**config.mk**
```make
export PLATFORM = sky130hd
export DESIGN_NAME = intr_present_ctrl
export DESIGN_NICKNAME = d
export VERILOG_FILES = /design/src/rtl/ipc_pkg.sv /design/src/rtl/ipc_arb.sv /design/src/rtl/ipc_judge.sv /design/src/rtl/ipc_core.sv /design/src/rtl/intr_present_ctrl.sv
export SDC_FILE = /design/constraint.sdc
export NUM_CORES = 1
export LEC_CHECK = 0
export BUFFER_PORTS_ARGS = -buffer_cell sky130_fd_sc_hd__buf_2
export CAP_MARGIN = 10
export CORE_MARGIN = 2
export CORE_UTILIZATION = 35
export CTS_CLUSTER_DIAMETER = 100
export DETAILED_ROUTE_END_ITERATION = 10
export PLACE_DENSITY = 0.56
export SYNTH_ARGS = -nofsm -noshare
export SYNTH_HDL_FRONTEND = slang
export SYNTH_HIERARCHICAL = 1
export SYNTH_SLANG_ARGS = --single-unit
```
**constraint.sdc**
```tcl
create_clock -name clk -period 4.66 [get_ports clk]
set_input_delay 0.466 -clock clk [delete_from_list [all_inputs] [get_ports clk]]
set_output_delay 0.466 -clock clk [all_outputs]
set_load 0.05 [all_outputs]
```
**src/rtl/ipc_pkg.sv**
```systemverilog
package ipc_pkg;
    typedef enum logic [1:0] {
        OP_SET_THR = 2'd0,
        OP_SET_IPI = 2'd1,
        OP_ACCEPT  = 2'd2,
        OP_EOI     = 2'd3
    } ipc_op_e;

    typedef enum logic [2:0] {
        CMD_IDLE = 3'd0,
        CMD_THR  = 3'd1,
        CMD_IPI  = 3'd2,
        CMD_ACC  = 3'd3,
        CMD_EOI  = 3'd4,
        CMD_REQ  = 3'd5
    } ipc_cmd_e;
endpackage

```
**src/rtl/ipc_arb.sv**
```systemverilog
module ipc_arb
    import ipc_pkg::*;
#(
    parameter int ID_W   = 24,
    parameter int PRIO_W = 8
) (
    input  logic                     clk,
    input  logic                     rst_n,
    input  logic                     op_valid,
    input  logic [1:0]               op_code,
    input  logic [PRIO_W+ID_W-1:0]   op_data,
    input  logic                     req_valid,
    input  logic [ID_W-1:0]          req_id,
    input  logic [PRIO_W-1:0]        req_prio,
    output logic                     req_ready,
    output ipc_cmd_e                 cmd_kind,
    output logic [PRIO_W+ID_W-1:0]   cmd_word,
    output logic [ID_W-1:0]          cmd_id,
    output logic [PRIO_W-1:0]        cmd_prio
);
    always_comb begin
        cmd_kind = CMD_IDLE;
        if (op_valid) begin
            case (ipc_op_e'(op_code))
                OP_SET_THR: cmd_kind = CMD_THR;
                OP_SET_IPI: cmd_kind = CMD_IPI;
                OP_ACCEPT:  cmd_kind = CMD_ACC;
                OP_EOI:     cmd_kind = CMD_EOI;
                default:    cmd_kind = CMD_IDLE;
            endcase
        end else if (req_valid) begin
            cmd_kind = CMD_REQ;
        end
    end

    assign req_ready = !op_valid;
    assign cmd_word  = op_data;
    assign cmd_id    = req_id;
    assign cmd_prio  = req_prio;

    // a register operation always holds off the request side
    p_op_holds_req_r10: assert property (@(posedge clk) disable iff (!rst_n)
        op_valid |-> (!req_ready && cmd_kind != CMD_REQ));
endmodule

```
**src/rtl/ipc_judge.sv**
```systemverilog
module ipc_judge #(
    parameter int PRIO_W = 8
) (
    input  logic [PRIO_W-1:0] gate_thr,
    input  logic              busy,
    input  logic [PRIO_W-1:0] pend_prio,
    input  logic [PRIO_W-1:0] cand_prio,
    output logic              take,
    output logic              bump
);
    logic blocked_thr;
    logic blocked_pend;

    assign blocked_thr  = cand_prio >= gate_thr;
    assign blocked_pend = busy && (pend_prio <= cand_prio);
    assign take         = !blocked_thr && !blocked_pend;
    assign bump         = take && busy;
endmodule

```
**src/rtl/ipc_core.sv**
```systemverilog
module ipc_core
    import ipc_pkg::*;
#(
    parameter int ID_W   = 24,
    parameter int PRIO_W = 8,
    parameter int IPI_ID = 2
) (
    input  logic                     clk,
    input  logic                     rst_n,
    input  ipc_cmd_e                 cmd_kind,
    input  logic [PRIO_W+ID_W-1:0]   cmd_word,
    input  logic [ID_W-1:0]          cmd_id,
    input  logic [PRIO_W-1:0]        cmd_prio,
    output logic                     irq,
    output logic                     rej_valid,
    output logic [ID_W-1:0]          rej_id,
    output logic                     resend,
    output logic                     eoi_valid,
    output logic [ID_W-1:0]          eoi_id,
    output logic                     rd_valid,
    output logic [PRIO_W+ID_W-1:0]   rd_data
);
    localparam int STATUS_W = PRIO_W + ID_W;
    localparam logic [ID_W-1:0]   IPI_CODE  = ID_W'(IPI_ID);
    localparam logic [PRIO_W-1:0] PRIO_NONE = {PRIO_W{1'b1}};

    typedef struct packed {
        logic [PRIO_W-1:0]   thr;
        logic [ID_W-1:0]     pend_id;
        logic [PRIO_W-1:0]   pend_prio;
        logic [PRIO_W-1:0]   ipi;
        logic                irq;
        logic                rej_v;
        logic [ID_W-1:0]     rej_id;
        logic                resend;
        logic                eoi_v;
        logic [ID_W-1:0]     eoi_id;
        logic                rd_v;
        logic [STATUS_W-1:0] rd_data;
    } st_t;

    st_t st_d, st_q;

    logic              busy;
    logic [PRIO_W-1:0] new_thr;
    logic [PRIO_W-1:0] ipi_cand;
    logic [PRIO_W-1:0] ipi_gate;
    logic              req_take, req_bump;
    logic              ipi_take, ipi_bump;

    assign busy     = |st_q.pend_id;
    assign new_thr  = (cmd_kind == CMD_THR) ? cmd_word[PRIO_W-1:0]
                                            : cmd_word[STATUS_W-1 -: PRIO_W];
    assign ipi_cand = (cmd_kind == CMD_IPI) ? cmd_word[PRIO_W-1:0] : st_q.ipi;
    assign ipi_gate = (cmd_kind == CMD_IPI) ? st_q.thr : new_thr;

    ipc_judge #(.PRIO_W(PRIO_W)) u_req_judge (
        .gate_thr  (st_q.thr),
        .busy      (busy),
        .pend_prio (st_q.pend_prio),
        .cand_prio (cmd_prio),
        .take      (req_take),
        .bump      (req_bump)
    );

    ipc_judge #(.PRIO_W(PRIO_W)) u_ipi_judge (
        .gate_thr  (ipi_gate),
        .busy      (busy),
        .pend_prio (st_q.pend_prio),
        .cand_prio (ipi_cand),
        .take      (ipi_take),
        .bump      (ipi_bump)
    );

    always_comb begin
        st_d        = st_q;
        st_d.rej_v  = 1'b0;
        st_d.resend = 1'b0;
        st_d.eoi_v  = 1'b0;
        st_d.rd_v   = 1'b0;
        case (cmd_kind)
            CMD_REQ: begin
                st_d.rej_v = 1'b1;
                if (req_take) begin
                    st_d.rej_id    = st_q.pend_id;
                    st_d.rej_v     = req_bump;
                    st_d.pend_id   = cmd_id;
                    st_d.pend_prio = cmd_prio;
                    st_d.irq       = 1'b1;
                end else begin
                    st_d.rej_id = cmd_id;
                end
            end
            CMD_IPI: begin
                st_d.ipi = ipi_cand;
                if (ipi_take) begin
                    st_d.rej_v     = ipi_bump;
                    st_d.rej_id    = st_q.pend_id;
                    st_d.pend_id   = IPI_CODE;
                    st_d.pend_prio = ipi_cand;
                    st_d.irq       = 1'b1;
                end
            end
            CMD_THR: begin
                st_d.thr = new_thr;
                if (new_thr < st_q.thr) begin
                    if (busy && (new_thr <= st_q.pend_prio)) begin
                        st_d.pend_id = '0;
                        st_d.irq     = 1'b0;
                        st_d.rej_v   = 1'b1;
                        st_d.rej_id  = st_q.pend_id;
                    end
                end else if (!busy) begin
                    st_d.resend = 1'b1;
                    if (ipi_take) begin
                        st_d.pend_id   = IPI_CODE;
                        st_d.pend_prio = ipi_cand;
                        st_d.irq       = 1'b1;
                    end
                end
            end
            CMD_EOI: begin
                st_d.eoi_v  = 1'b1;
                st_d.eoi_id = cmd_word[ID_W-1:0];
                st_d.thr    = new_thr;
                if (!busy) begin
                    st_d.resend = 1'b1;
                    if (ipi_take) begin
                        st_d.pend_id   = IPI_CODE;
                        st_d.pend_prio = ipi_cand;
                        st_d.irq       = 1'b1;
                    end
                end
            end
            CMD_ACC: begin
                st_d.rd_v    = 1'b1;
                st_d.rd_data = {st_q.thr, st_q.pend_id};
                st_d.irq     = 1'b0;
                st_d.thr     = st_q.pend_prio;
                st_d.pend_id = '0;
            end
            default: ;
        endcase
    end

    always_ff @(posedge clk) begin
        if (!rst_n) begin
            st_q           <= '0;
            st_q.ipi       <= PRIO_NONE;
        end else begin
            st_q <= st_d;
        end
    end

    assign irq       = st_q.irq;
    assign rej_valid = st_q.rej_v;
    assign rej_id    = st_q.rej_id;
    assign resend    = st_q.resend;
    assign eoi_valid = st_q.eoi_v;
    assign eoi_id    = st_q.eoi_id;
    assign rd_valid  = st_q.rd_v;
    assign rd_data   = st_q.rd_data;

    // the line is high exactly when the slot holds an id
    p_line_follows_slot_r4: assert property (@(posedge clk) disable iff (!rst_n)
        st_q.irq == (st_q.pend_id != '0));

    // accept empties the slot and drops the line
    p_accept_clears_r2: assert property (@(posedge clk) disable iff (!rst_n)
        (cmd_kind == CMD_ACC) |=> (rd_valid && !irq && st_q.pend_id == '0));

    // a request at or above the threshold bounces and leaves the slot alone
    p_reject_keeps_slot_r3: assert property (@(posedge clk) disable iff (!rst_n)
        (cmd_kind == CMD_REQ && cmd_prio >= st_q.thr)
        |=> (rej_valid && rej_id == $past(cmd_id) && $stable(st_q.pend_id)));

    // end-of-interrupt forwards the id and restores the threshold
    p_eoi_restores_r9: assert property (@(posedge clk) disable iff (!rst_n)
        (cmd_kind == CMD_EOI)
        |=> (eoi_valid && eoi_id == $past(cmd_word[ID_W-1:0])
             && st_q.thr == $past(cmd_word[STATUS_W-1 -: PRIO_W])));

    // an inter-processor value at or above the threshold leaves the slot alone
    p_ipi_high_noop_r6: assert property (@(posedge clk) disable iff (!rst_n)
        (cmd_kind == CMD_IPI && cmd_word[PRIO_W-1:0] >= st_q.thr)
        |=> ($stable(st_q.pend_id) && !rej_valid));
endmodule

```
**src/rtl/intr_present_ctrl.sv**
```systemverilog
module intr_present_ctrl
    import ipc_pkg::*;
#(
    parameter int ID_W   = 24,
    parameter int PRIO_W = 8,
    parameter int IPI_ID = 2
) (
    input  logic                     clk,
    input  logic                     rst_n,
    input  logic                     op_valid,
    input  logic [1:0]               op_code,
    input  logic [PRIO_W+ID_W-1:0]   op_data,
    input  logic                     req_valid,
    output logic                     req_ready,
    input  logic [ID_W-1:0]          req_id,
    input  logic [PRIO_W-1:0]        req_prio,
    output logic                     irq_out,
    output logic                     rej_valid,
    output logic [ID_W-1:0]          rej_id,
    output logic                     resend_req,
    output logic                     eoi_valid,
    output logic [ID_W-1:0]          eoi_id,
    output logic                     acc_valid,
    output logic [PRIO_W+ID_W-1:0]   acc_word
);
    localparam int STATUS_W = PRIO_W + ID_W;

    ipc_cmd_e              cmd_kind;
    logic [STATUS_W-1:0]   cmd_word;
    logic [ID_W-1:0]       cmd_id;
    logic [PRIO_W-1:0]     cmd_prio;

    ipc_arb #(.ID_W(ID_W), .PRIO_W(PRIO_W)) u_arb (
        .clk       (clk),
        .rst_n     (rst_n),
        .op_valid  (op_valid),
        .op_code   (op_code),
        .op_data   (op_data),
        .req_valid (req_valid),
        .req_id    (req_id),
        .req_prio  (req_prio),
        .req_ready (req_ready),
        .cmd_kind  (cmd_kind),
        .cmd_word  (cmd_word),
        .cmd_id    (cmd_id),
        .cmd_prio  (cmd_prio)
    );

    ipc_core #(.ID_W(ID_W), .PRIO_W(PRIO_W), .IPI_ID(IPI_ID)) u_core (
        .clk       (clk),
        .rst_n     (rst_n),
        .cmd_kind  (cmd_kind),
        .cmd_word  (cmd_word),
        .cmd_id    (cmd_id),
        .cmd_prio  (cmd_prio),
        .irq       (irq_out),
        .rej_valid (rej_valid),
        .rej_id    (rej_id),
        .resend    (resend_req),
        .eoi_valid (eoi_valid),
        .eoi_id    (eoi_id),
        .rd_valid  (acc_valid),
        .rd_data   (acc_word)
    );
endmodule

```
### Word level (Yosys, flattened, before mapping)

Cells that the tools add are included.

* register bits after elaboration: 133
* output and inout bits: 86
* logic and storage cells: 85

* order comparisons: 6
* equal/unequal tests: 14
* multiplexer cells: 30
* reduce and logical (&&, ||, !) cells: 23

Operators with widths (number)
* one-hot mux 24 bit (5 select lines): 1
* 2-to-1 mux 32 bit: 3
* one-hot mux 25 bit (3 select lines): 1
* 2-to-1 mux 24 bit: 3
* 2-to-1 mux 26 bit: 2
* 2-to-1 mux 25 bit: 2
* 2-to-1 mux 33 bit: 1
* 2-to-1 mux 8 bit: 4
* one-hot mux 8 bit (4 select lines): 1
* less-or-equal comparator 8 bit: 3
* OR reduction 24 bit: 1
* greater-or-equal comparator 8 bit: 2
* one-hot mux 8 bit (2 select lines): 1
* one-hot mux 3 bit (4 select lines): 1
* inequality test 2 bit, second input constant: 5
* less-than comparator 8 bit: 1
* AND reduction 4 bit: 2
* logical AND 1 bit: 7
* equality test 3 x 2 -> 1 bit, second input constant: 2
* equality test 3 bit, second input constant: 2
* 2-to-1 mux 3 bit: 2
* AND reduction 3 bit: 2
* zero test 1 bit: 5
* 2-to-1 mux 1 bit: 5
* 13 further kinds: 14

### Longest topological paths before layout

Gate-level depths: netlist of run 1.

* word-level depth: 13
* mapped depth: 24
* depth with buffers taken out: 21

### Cells and area by module

The synthesis of run 1 kept the hierarchy.

By module, submodules not included
* ipc_core: times used 1, cells each 918, area an instance 7063.0 um2, sequential area each 2662.6 um2
* ipc_judge: times used 2, cells each 54, area an instance 395.4 um2, sequential area each 0.0 um2
* ipc_arb: times used 1, cells each 75, area an instance 564.3 um2, sequential area each 0.0 um2

### Worst setup path after synthesis of run 1

Ideal clock, no wire load.

* path type: input to register
* from: input op_code[0]
* to: register u_core/st_q[102] in the netlist's numbering
* arrival: 4.163 ns
* setup slack: 0.427 ns
* stages on the path: 20
* buffers on the path: 5
* cells stage by stage: ha_1 > mux2_4 > buf_2 > nor3b_2 > buf_1 > mux2i_1 > a21oi_1 > inv_1 > ha_1 > a211o_1 > a31oi_1 > o21ai_1 > a21oi_1 > clkbuf_1 > clkbuf_1 > clkbuf_1 > nand3_1 > a31oi_1 > o211ai_1 > a21oi_1

* cells in the longest elaborated chain, start to end: 13
* elaborated cells between the ends (all ways): 31
* those cells by class: order compare: 4; eq/ne: 10; mux: 9; reduce/logical: 8

Ends and longest elaborated chain
* start: declaration: RTL line intr_present_ctrl.sv:11 `input logic [1:0] op_code,`
* equality test 2 bit, or another cell as far along: RTL line ipc_arb.sv:24 `case (ipc_op_e'(op_code))`
* one-hot mux 3 bit (4 select lines) *: RTL line ipc_arb.sv:24
* 2-to-1 mux 3 bit *: RTL line ipc_arb.sv:23 `if (op_valid) begin`
* via cmd_kind[2]: RTL line intr_present_ctrl.sv:28 `ipc_cmd_e cmd_kind;`
* equality test 3 x 1 -> 1 bit: RTL line ipc_core.sv:52 `assign new_thr = (cmd_kind == CMD_THR) ? cmd_word[PRIO_W-1:0]`
* 2-to-1 mux 8 bit: RTL line ipc_core.sv:52
* 2-to-1 mux 8 bit *: RTL line ipc_core.sv:55 `assign ipi_gate = (cmd_kind == CMD_IPI) ? st_q.thr : new_thr;`
* via u_core.ipi_gate[3]: RTL line ipc_core.sv:47 `logic [PRIO_W-1:0] ipi_gate;`
* greater-or-equal comparator 8 bit *: RTL line ipc_judge.sv:14 `assign blocked_thr = cand_prio >= gate_thr;`
* zero test 1 bit *: RTL line ipc_judge.sv:16 `assign take = !blocked_thr && !blocked_pend;`
* logical AND 1 bit *: RTL line ipc_judge.sv:16
* via u_core.ipi_take: RTL line ipc_core.sv:49 `logic ipi_take, ipi_bump;`
* 2-to-1 mux 32 bit *
* 2-to-1 mux 32 bit
* 2-to-1 mux 24 bit: RTL line ipc_core.sv:106 `if (new_thr < st_q.thr) begin`
* one-hot mux 24 bit (5 select lines) *: RTL line ipc_core.sv:81 `case (cmd_kind)`
* end signal: assignment: RTL line ipc_core.sv:151 `st_q <= st_d;`
* end: declaration: RTL line ipc_core.sv:42 `st_t st_d, st_q;`

Mark *: on every way through the listed nets, which the timed path passes. The rest lies on a longest branch.
A chain may end at the register's enable or synchronous reset.

### Worst setup path in the final report of run 1

* from: input op_code[0]
* to: register u_core.st_q, in the netlist u_core/rej_id[11]

* cells in the longest elaborated chain, start to end: 11
* elaborated cells between the ends (all ways): 27
* those cells by class: order compare: 4; eq/ne: 9; mux: 6; reduce/logical: 8

Ends and longest elaborated chain
* equality test 2 bit, or another cell as far along: RTL line ipc_arb.sv:24
* one-hot mux 3 bit (4 select lines) *: RTL line ipc_arb.sv:24
* 2-to-1 mux 3 bit *: RTL line ipc_arb.sv:23
* via cmd_kind[2]: RTL line intr_present_ctrl.sv:28
* equality test 3 x 2 -> 1 bit *: RTL line ipc_core.sv:54 `assign ipi_cand = (cmd_kind == CMD_IPI) ? cmd_word[PRIO_W-1:0] : st_q.ipi;`
* 2-to-1 mux 8 bit *: RTL line ipc_core.sv:54
* via u_core.ipi_cand[7]: RTL line ipc_core.sv:46 `logic [PRIO_W-1:0] ipi_cand;`
* less-or-equal comparator 8 bit: RTL line ipc_judge.sv:15 `assign blocked_pend = busy && (pend_prio <= cand_prio);`
* logical AND 1 bit: RTL line ipc_judge.sv:15
* zero test 1 bit: RTL line ipc_judge.sv:16
* logical AND 1 bit *: RTL line ipc_judge.sv:16
* via u_core.ipi_take: RTL line ipc_core.sv:49
* inequality test 2 bit (no source line) *
* AND reduction 4 bit (no source line) *

Marked as above.

==> impl_metrics.toml, run 1 <==
[synthesis]
async_set_or_reset_flop_fraction_in_the_synthesized_netlist_pct = 0
yosys_warnings = 6
ys_seq_elements = 133
synth.lib_cells_used.distinct = 53
mappedNetlistNets = 1221
synth_top_cells_by_area = "dfxtp_1, buf_4, nand2_1, a21oi_1, ha_1"
avg_inst_size_synth_um2 = 7.65
synth.cell_area_um2 = 8420
netlist.area_leader.share_pct = 31.6
ys_dominant_reg_cell = "dfxtp_1"
synthMostInstantiatedCell = "nand2_1"
yosys-top-cells-count = "nand2_1, buf_4, a21oi_1"
synth_area_leader_cell = "dfxtp_1"
edff_count_synth = 0
syn-instance-count = 1101
synth.yosys.seq_area_share_pct = 31.6

[worst_hold_path]
worst_hold_startpoint = "op_data[10]"
min-delay-path-class = "in2reg"
timing.hold.worst_path_depth = 3
hold-path-endpoint = "u_core/eoi_id[10]"

[layout]
layout.core_utilization_pct = 38.8
post-route-cell-area_um2 = 9140
nets = 1217
layout-drive-gt1-share_pct = 21.3
multi_input_area_um2 = 4140
fillerInstances = 2485
areaGrowthSynthToFinish_pct = 8.59
storage_element_area_um2 = 2660

[clocking]
cts.htree.levels = 4
clkSlewWorstSetupHoldPaths_ps = 60
ctsResizeCount = 0
numClockSinks = 133
cts.repair_timing.setup_buffer_count = 0
clock-root-buffer = "clkbuf_16"
clock_insertion_delay_worst_skew_ps = 420
max_buffers_root_to_sink = 2
number_of_hold_buffers_added_after_cts = 0
cts_tree = "yes"
numCtsBuffers = 17

[setup_path]
endpoint_kind = "register"
regToRegStartpoint = "u_core/st_q[94]"
start_kind = "primary input"
worstPathMaxFanout = 24
reg2reg_depth = 14
critical-path-slowest-cell = "and2_1"
critPathMaxStageDelay_ps = 430
crit_path_cell_trace = "buf_2, ha_1, mux2_4, nor2_1, and2_1, mux2i_1, inv_1, inv_1, ha_1, a21oi_1, o21ai_0, o22ai_1, a21oi_1, buf_4, nand2_1, nand3_1, a31oi_4, buf_4, o2bb2ai_1"
crit-reg2reg-capture = "u_core/st_q[105]"
setup.reg_to_reg.worst_slack_ps = 1500
cp.required_ps = 5000
criticalPathCategory = "in2reg"
cp.arrival_ps = 4300

[die]
die_x_um = 159
core.rowCount = 56
die-area_um2 = 25300
floorplan.core_area_um2 = 23500
io-pin-count = 156
floorplan.die.height_um = 159
initial_core_utilization_pct = 35.8

[placed_design]
dpl.hpwl_um = 17000
number_of_port_buffers = 155
routabilityCongestion = 0.856
placedInstanceArea_um2 = 8500

[global_routing]
grt_max_degree = 58
antenna_found_initial = 2
grt_first_pass_wirelength_um = 38000
grt_remaining_overflow = 0
grt.total_usage_pct = 18.7
via_count_of_the_first_global_routing_pass = 6829

[routing]
final_antenna_net_count = 0
dr_total_vias = 7132
detail_route.drc_violations = 0
dr.pass1.iters = 5
first_iter_violations = 522
routedWlPerCell_um = 16.7
final_wirelength_um = 23800
avgViaCountPerCell = 4.99

[sta]
clock_skew_ps = 11.8
setup_violations = 0
highest_clock_rate_mhz = 252
timing.slew.headroom_pct = 33.5
fin_tns_setup_ps = 0
final_max_slew_violation_count = 0
rsz0062_at_grt = "no"
final_min_period_over_clock_period_pct = 85.1
tightest_slew_ps = 995
post-route-min-period_ps = 3970
timing.final.hold_violations = 0

[power]
peakVddDrop_mv = 0.194
p_leak_nw = 4.01
pwr_density_cell_nw_per_um2 = 419
fin_total_pwr_mw = 3.83

[job]
maxCapViolations = 0

[run_status]
run_status = "complete, no violations"
[worst max path at each step]
stage | startpoint | to | slack (ps)
after floorplan | op_code[0] | u_core/st_q[102] | 430
after global placement | op_code[0] | u_core/rej_id[16] | 440
after detailed placement | op_code[1] | u_core/rej_id[11] | 320
after CTS | op_code[1] | u_core/rej_id[11] | 750
after global routing | op_code[0] | u_core/rej_id[0] | 420
final | op_code[0] | u_core/rej_id[11] | 690
[worst max-delay path, delay by kind of cell]
family          cells  cell delay, ps
fa+ha+maj           2             430
mux                 2             750
simple gates        4             780
buf+inv             5             770
compound gates      6            1040
[cells by family after synthesis]
group                      count (synthesis)  share of synthesized area [%]
and+or+nand+nor                          348                           18.3
buffers and inverters                    278                           19.3
AOI/OAI and AO/OA                        275                           21.2
DFF                                      133                           31.6
adders and majority gates                 50                           7.43
muxes                                     17                           2.08
[report_power, final]
| group | switching [mW] | internal, mW |
|---|---|---|
| clock | 0.572 | 0.912 |
| sequential | 0.0941 | 1.20 |
| combinational | 0.684 | 0.376 |
[state kept, by name, indices dropped and copies added (netlist names)]
signal and cells:
u_core/st_q 48, u_core/rd_data 32, u_core/eoi_id 24, u_core/rej_id 24, u_core/eoi_valid 1, u_core/irq 1
u_core/rd_valid 1, u_core/rej_valid 1, u_core/resend 1
[per-stage QoR]
step	hold slack, ps	cells	setup WS, ps
6_report	290	1430	694
3_5_place_dp	444	1397	315
2_1_floorplan	434	1101	427
4_1_cts	274	1429	750
5_1_grt	286	1430	423
3_3_place_gp	441	1397	438
[cells in the final DEF (no fill, tap or decap), types with 9 or more instances in the layout]
cell and count:
buf_4 30, nand2_1 203, inv_1 67, a21boi_0 15
nand3_1 32, mux2i_1 16, ha_1 50, o2bb2ai_1 24
dfxtp_1 133, clkbuf_16 17, nor2_1 42, a221oi_1 9
a311oi_1 23, nand2b_1 29, o21ai_0 10, a21oi_1 140
buf_2 155
[area by class of cell]
cell class,count,area share (%)
Timing Repair Buffer,187,11.4
Clock inverter,15,2.38
Antenna cell,1,0.0274
Sequential cell,133,29.1
Tap cell,319,4.37
Multi-Input combinational cell,690,45.3
Inverter,68,2.79
Clock buffer,17,4.65
[metal layers]
layer,global-route usage (%),share of wire (%)
met1,25.4,48
met2,29.7,45
met3,4.30,5.9
met4,5.17,1.4
met5,0,0
(Power assumes the default switching activity.)
==> inputs of run 2 (changes only) <==
--- a/config.mk
+++ b/config.mk
@@ -5,12 +5,13 @@
 export SDC_FILE = /design/constraint.sdc
 export NUM_CORES = 1
 export LEC_CHECK = 0
-export BUFFER_PORTS_ARGS = -buffer_cell sky130_fd_sc_hd__buf_2
+export BUFFER_PORTS_ARGS = -buffer_cell sky130_fd_sc_hd__buf_4
 export CAP_MARGIN = 10
 export CORE_MARGIN = 2
 export CORE_UTILIZATION = 35
 export CTS_CLUSTER_DIAMETER = 100
 export DETAILED_ROUTE_END_ITERATION = 10
+export MAX_ROUTING_LAYER = met4
 export PLACE_DENSITY = 0.56
 export SYNTH_ARGS = -nofsm -noshare
 export SYNTH_HDL_FRONTEND = slang
==> impl_metrics.toml, run 2 (same netlist as run 1, synthesis figures left out) <==
[routing]
dr_total_vias = 7209
detail_route.drc_violations = 0
final_antenna_net_count = 0
dr.pass1.iters = 6
max_used_layer = "met4"
detailroute.wirelength.met3_um = 1660
first_iter_violations = 732
avgViaCountPerCell = 5.05
routedWlPerCell_um = 17.0
met2WireLength_um = 10900
final_wirelength_um = 24300
route.layer.met1.wl_um = 11500

[setup_path]
regToRegStartpoint = "u_core/st_q[128]"
reg2reg_depth = 10
criticalPathCategory = "in2reg"
worstPathMaxFanout = 24
setup.reg_to_reg.worst_slack_ps = 1380
endpoint_kind = "register"
crit-reg2reg-capture = "u_core/st_q[112]"
start_kind = "primary input"
cp.required_ps = 5010
cp.arrival_ps = 4360

[run_status]
run_status = "complete, no violations"

[clocking]
cts.repair_timing.setup_buffer_count = 0
cts_tree = "yes"
number_of_hold_buffers_added_after_cts = 0
numClockSinks = 133
max_buffers_root_to_sink = 2
clkSlewWorstSetupHoldPaths_ps = 60
ctsResizeCount = 0
numCtsBuffers = 17
cts.htree.levels = 4
clock-root-buffer = "clkbuf_16"
clock_insertion_delay_worst_skew_ps = 430

[die]
initial_core_utilization_pct = 35.8
die-area_um2 = 25300
die_x_um = 159
floorplan.core_area_um2 = 23500
io-pin-count = 156
floorplan.die.height_um = 159
core.rowCount = 56

[worst_hold_path]
worst_hold_startpoint = "op_data[23]"
hold-path-endpoint = "u_core/eoi_id[23]"
timing.hold.worst_path_depth = 3
min-delay-path-class = "in2reg"

[job]
maxCapViolations = 0

[sta]
whs_ps = 294
clock_skew_ps = 11.1
setup_violations = 0
post-route-min-period_ps = 4010
worst_slack_ps = 653
final_max_slew_violation_count = 0
rsz0062_at_grt = "no"
fin_tns_setup_ps = 0
highest_clock_rate_mhz = 250
timing.slew.headroom_pct = 36.1
final_min_period_over_clock_period_pct = 86.0
timing.final.hold_violations = 0
tightest_slew_ps = 959

[power]
p_leak_nw = 4.05
peakVddDrop_mv = 0.225
pwr_density_cell_nw_per_um2 = 403

[global_routing]
antenna_found_initial = 0
grt_max_degree = 59
grt_remaining_overflow = 0
grt_first_pass_wirelength_um = 38300
via_count_of_the_first_global_routing_pass = 6699
grt.total_usage_pct = 19.6

[layout]
register_containing_the_most_flip_flops_in_the_final_layout = "u_core/st_q"
commonest_non_fill_non_tap_cells_in_the_layout = "nand2_1, buf_4, a21oi_1"
num_antenna_cells = 0
final_common_cell = "nand2_1"
nets = 1216
number_of_flip_flops_in_the_largest_register = 48
areaGrowthSynthToFinish_pct = 12.9
post-route-cell-area_um2 = 9500
layout-drive-gt1-share_pct = 21.1
layout.core_utilization_pct = 40.4

[placed_design]
number_of_port_buffers = 155
routabilityCongestion = 0.876
place_worst_setup_slack_ps = 265
dpl.hpwl_um = 17200
placedInstanceArea_um2 = 8880
run 2: cell count changes in the layout (fill, tap and decap cells not counted), sizes merged:
cell and delta:
buf -1, clkbuf +1, clkinv +1, diode -1, inv -2
run 2: metal layers:
metal | vias to the layer above | GRT usage [%]
met3 | 21 | 4.66
met1 | 3316 | 26.7
li1 | 3617 | -
met5 | - | -
met2 | 255 | 28.7
met4 | 0 | 5.87
run 2: critical path, stage by stage:
cell and delay (ps):
buf_4 110, ha_1 190, mux2_4 350, nor2_1 140
and2_1 320, buf_4 230, mux2i_1 340, inv_1 120
inv_1 80, ha_1 250, a21oi_1 170, o21ai_0 110
o22ai_1 290, a21oi_1 120, buf_4 170, nand2_1 90
nand3_1 130, a31oi_4 190, buf_4 320, o2bb2ai_1 150
run 2: layout make-up:
cell class              instances  area [um2]
clock buffers                  18         429
clock inverters                14         199
fillers                      2476       14000
inverters                      68         255
multi-input cells             690        4140
flip-flops and latches        133        2660
well taps                     319         399
repair buffers                186        1420
run 2: stage by stage:
step / cells / total power, mW
global placement: 1396 / 2.39
global route: 1428 / 4.05
detailed placement: 1396 / 2.39
floorplan: 1101 / 2.09
CTS: 1428 / 3.86
finish: 1428 / 3.83
run 2: report_power, final:
part | switching [mW] | internal [mW]
sequential | 0.0915 | 1.20
combinational | 0.691 | 0.402
clock | 0.549 | 0.902
run 2: worst max-delay path by stage:
stage	startpoint	endpoint	slack, ps
final	op_code[0]	u_core/rej_id[23]	650
after global routing	op_code[0]	u_core/rej_id[19]	450
after CTS	op_code[0]	u_core/rej_id[19]	710
after detailed placement	op_code[0]	u_core/rej_id[23]	260
after global placement	op_code[0]	u_core/rej_id[17]	330
after floorplan	op_code[0]	u_core/st_q[102]	430
==> inputs of run 3 (changes only) <==
--- a/config.mk
+++ b/config.mk
@@ -11,6 +11,7 @@
 export CORE_UTILIZATION = 35
 export CTS_CLUSTER_DIAMETER = 100
 export DETAILED_ROUTE_END_ITERATION = 10
+export GPL_TIMING_DRIVEN = 0
 export MAX_ROUTING_LAYER = met4
 export PLACE_DENSITY = 0.56
 export SYNTH_ARGS = -nofsm -noshare
==> impl_metrics.toml, run 3 (same netlist as run 1, synthesis figures left out) <==
[worst_hold_path]
hold-path-endpoint = "u_core/eoi_id[23]"
worst_hold_startpoint = "op_data[23]"
timing.hold.worst_path_depth = 3
min-delay-path-class = "in2reg"

[sta]
highest_clock_rate_mhz = 228
fin_tns_setup_ps = 0
tightest_slew_ps = 742
post-route-min-period_ps = 4380
clock_skew_ps = 15.1
whs_ps = 289
setup_violations = 0
final_min_period_over_clock_period_pct = 94.1
rsz0062_at_grt = "no"
final_max_slew_violation_count = 0
timing.final.hold_violations = 0
timing.slew.headroom_pct = 50.4

[routing]
detail_route.drc_violations = 0
dr.pass1.iters = 5
first_iter_violations = 585
dr_total_vias = 7534
final_wirelength_um = 24900
max_used_layer = "met4"
detailroute.wirelength.met3_um = 1290
routedWlPerCell_um = 16.1
final_antenna_net_count = 0
met2WireLength_um = 10700
route.layer.met1.wl_um = 12400
avgViaCountPerCell = 4.88

[clocking]
numClockSinks = 133
clock_insertion_delay_worst_skew_ps = 430
number_of_hold_buffers_added_after_cts = 0
max_buffers_root_to_sink = 2
cts.repair_timing.setup_buffer_count = 0
clock-root-buffer = "clkbuf_16"
cts_tree = "yes"
numCtsBuffers = 17
clkSlewWorstSetupHoldPaths_ps = 60
cts.htree.levels = 4

[die]
floorplan.core_area_um2 = 23500
die_x_um = 159
core.rowCount = 56
initial_core_utilization_pct = 35.8
floorplan.die.height_um = 159
io-pin-count = 156
die-area_um2 = 25300

[setup_path]
reg2reg_depth = 13
start_kind = "primary input"
cp.required_ps = 5010
worstPathMaxFanout = 10
setup.reg_to_reg.worst_slack_ps = 1150
criticalPathCategory = "in2reg"
regToRegStartpoint = "u_core/st_q[128]"
endpoint_kind = "register"
crit-reg2reg-capture = "u_core/st_q[113]"
cp.arrival_ps = 4740

[layout]
num_antenna_cells = 0
commonest_non_fill_non_tap_cells_in_the_layout = "buf_4, nand2_1, a21oi_1"
register_containing_the_most_flip_flops_in_the_final_layout = "u_core/st_q"
final_common_cell = "buf_4"
final_cells = 1543
layout-drive-gt1-share_pct = 25.1
areaGrowthSynthToFinish_pct = 19.7
nets = 1331
post-route-cell-area_um2 = 10100
number_of_flip_flops_in_the_largest_register = 48
layout.core_utilization_pct = 42.8

[power]
pwr-share-comb_pct = 30.5
seq_power_share_pct = 35.3
internal_power_mw = 2.30
p_leak_nw = 4.45
peakVddDrop_mv = 0.158
clkPwrFrac_pct = 34.2
switchingPower_mw = 1.35
switching_share_pct = 37.0
pwr_density_cell_nw_per_um2 = 363

[global_routing]
grt_remaining_overflow = 0
grt.total_usage_pct = 20.2
grt_max_degree = 17
antenna_found_initial = 0
grt_first_pass_wirelength_um = 39600
via_count_of_the_first_global_routing_pass = 7204

[run_status]
run_status = "complete, no violations"

[placed_design]
dpl.hpwl_um = 19000
placed_cells = 1511
number_of_port_buffers = 91
placedInstanceArea_um2 = 9500
routabilityCongestion = 0.909

[job]
maxCapViolations = 0
## run 3: power groups by stage
stage | logic, mW | registers (mW) | clock network [mW]
2_1_floorplan | 0.810 | 1.28 | 0
3_3_place_gp | 1.08 | 1.31 | 0
3_5_place_dp | 1.09 | 1.31 | 0
4_1_cts | 1.10 | 1.29 | 1.28
5_1_grt | 1.24 | 1.29 | 1.33
6_report | 1.12 | 1.29 | 1.25
## run 3: critical path, stage by stage
cell and delay (ps):
buf_4 90, inv_1 50, ha_1 190, nor2_1 130, a21oi_2 110, clkbuf_2 190
nor2_1 150, and2_1 150, buf_2 290, mux2i_1 390, inv_1 110, inv_1 70
ha_1 210, nand2b_1 140, a21o_1 170, a31oi_1 170, o21ai_1 130, a21oi_1 130
clkbuf_1 290, clkbuf_2 310, clkbuf_2 300, nand3_1 110, a31oi_1 150, o211ai_1 100
a21oi_1 140
## run 3: what timing repair did
item	CTS	global route
gates resized for setup	4	11
endpoints found under the hold margin	0	0
setup endpoints to repair	30	58
## run 3: final cells by class
type	count	area, um2
Buffer	210	1380
Clock buffer	19	443
Clock inverter	13	100
Fill cell	2481	13500
Inverter	68	255
Multi-Input combinational cell	690	4160
Sequential cell	133	2660
Tap cell	319	399
Timing Repair Buffer	91	683
## run 3: through the flow
stage	total power, mW	setup slack (ps)
after CTS	3.67	91.7
after global routing	3.86	0.456
after global placement	2.39	-784
final	3.66	275
after detailed placement	2.41	-867
after floorplan	2.09	427
## run 3: worst max path at each step
stage	cells after the start	from	to
after floorplan	20	op_code[0]	u_core/st_q[102]
after global placement	22	op_code[0]	u_core/st_q[102]
after detailed placement	22	op_code[0]	u_core/st_q[102]
after CTS	24	op_code[0]	u_core/st_q[102]
after global routing	25	op_code[0]	u_core/st_q[102]
final	25	op_code[0]	u_core/st_q[102]
## run 3: layer usage
| layer | up-vias | GRT usage [%] |
|---|---|---|
| li1 | 3849 | - |
| met1 | 3443 | 28.1 |
| met2 | 214 | 29.5 |
| met3 | 28 | 3.28 |
| met4 | 0 | 7.02 |
| met5 | - | - |
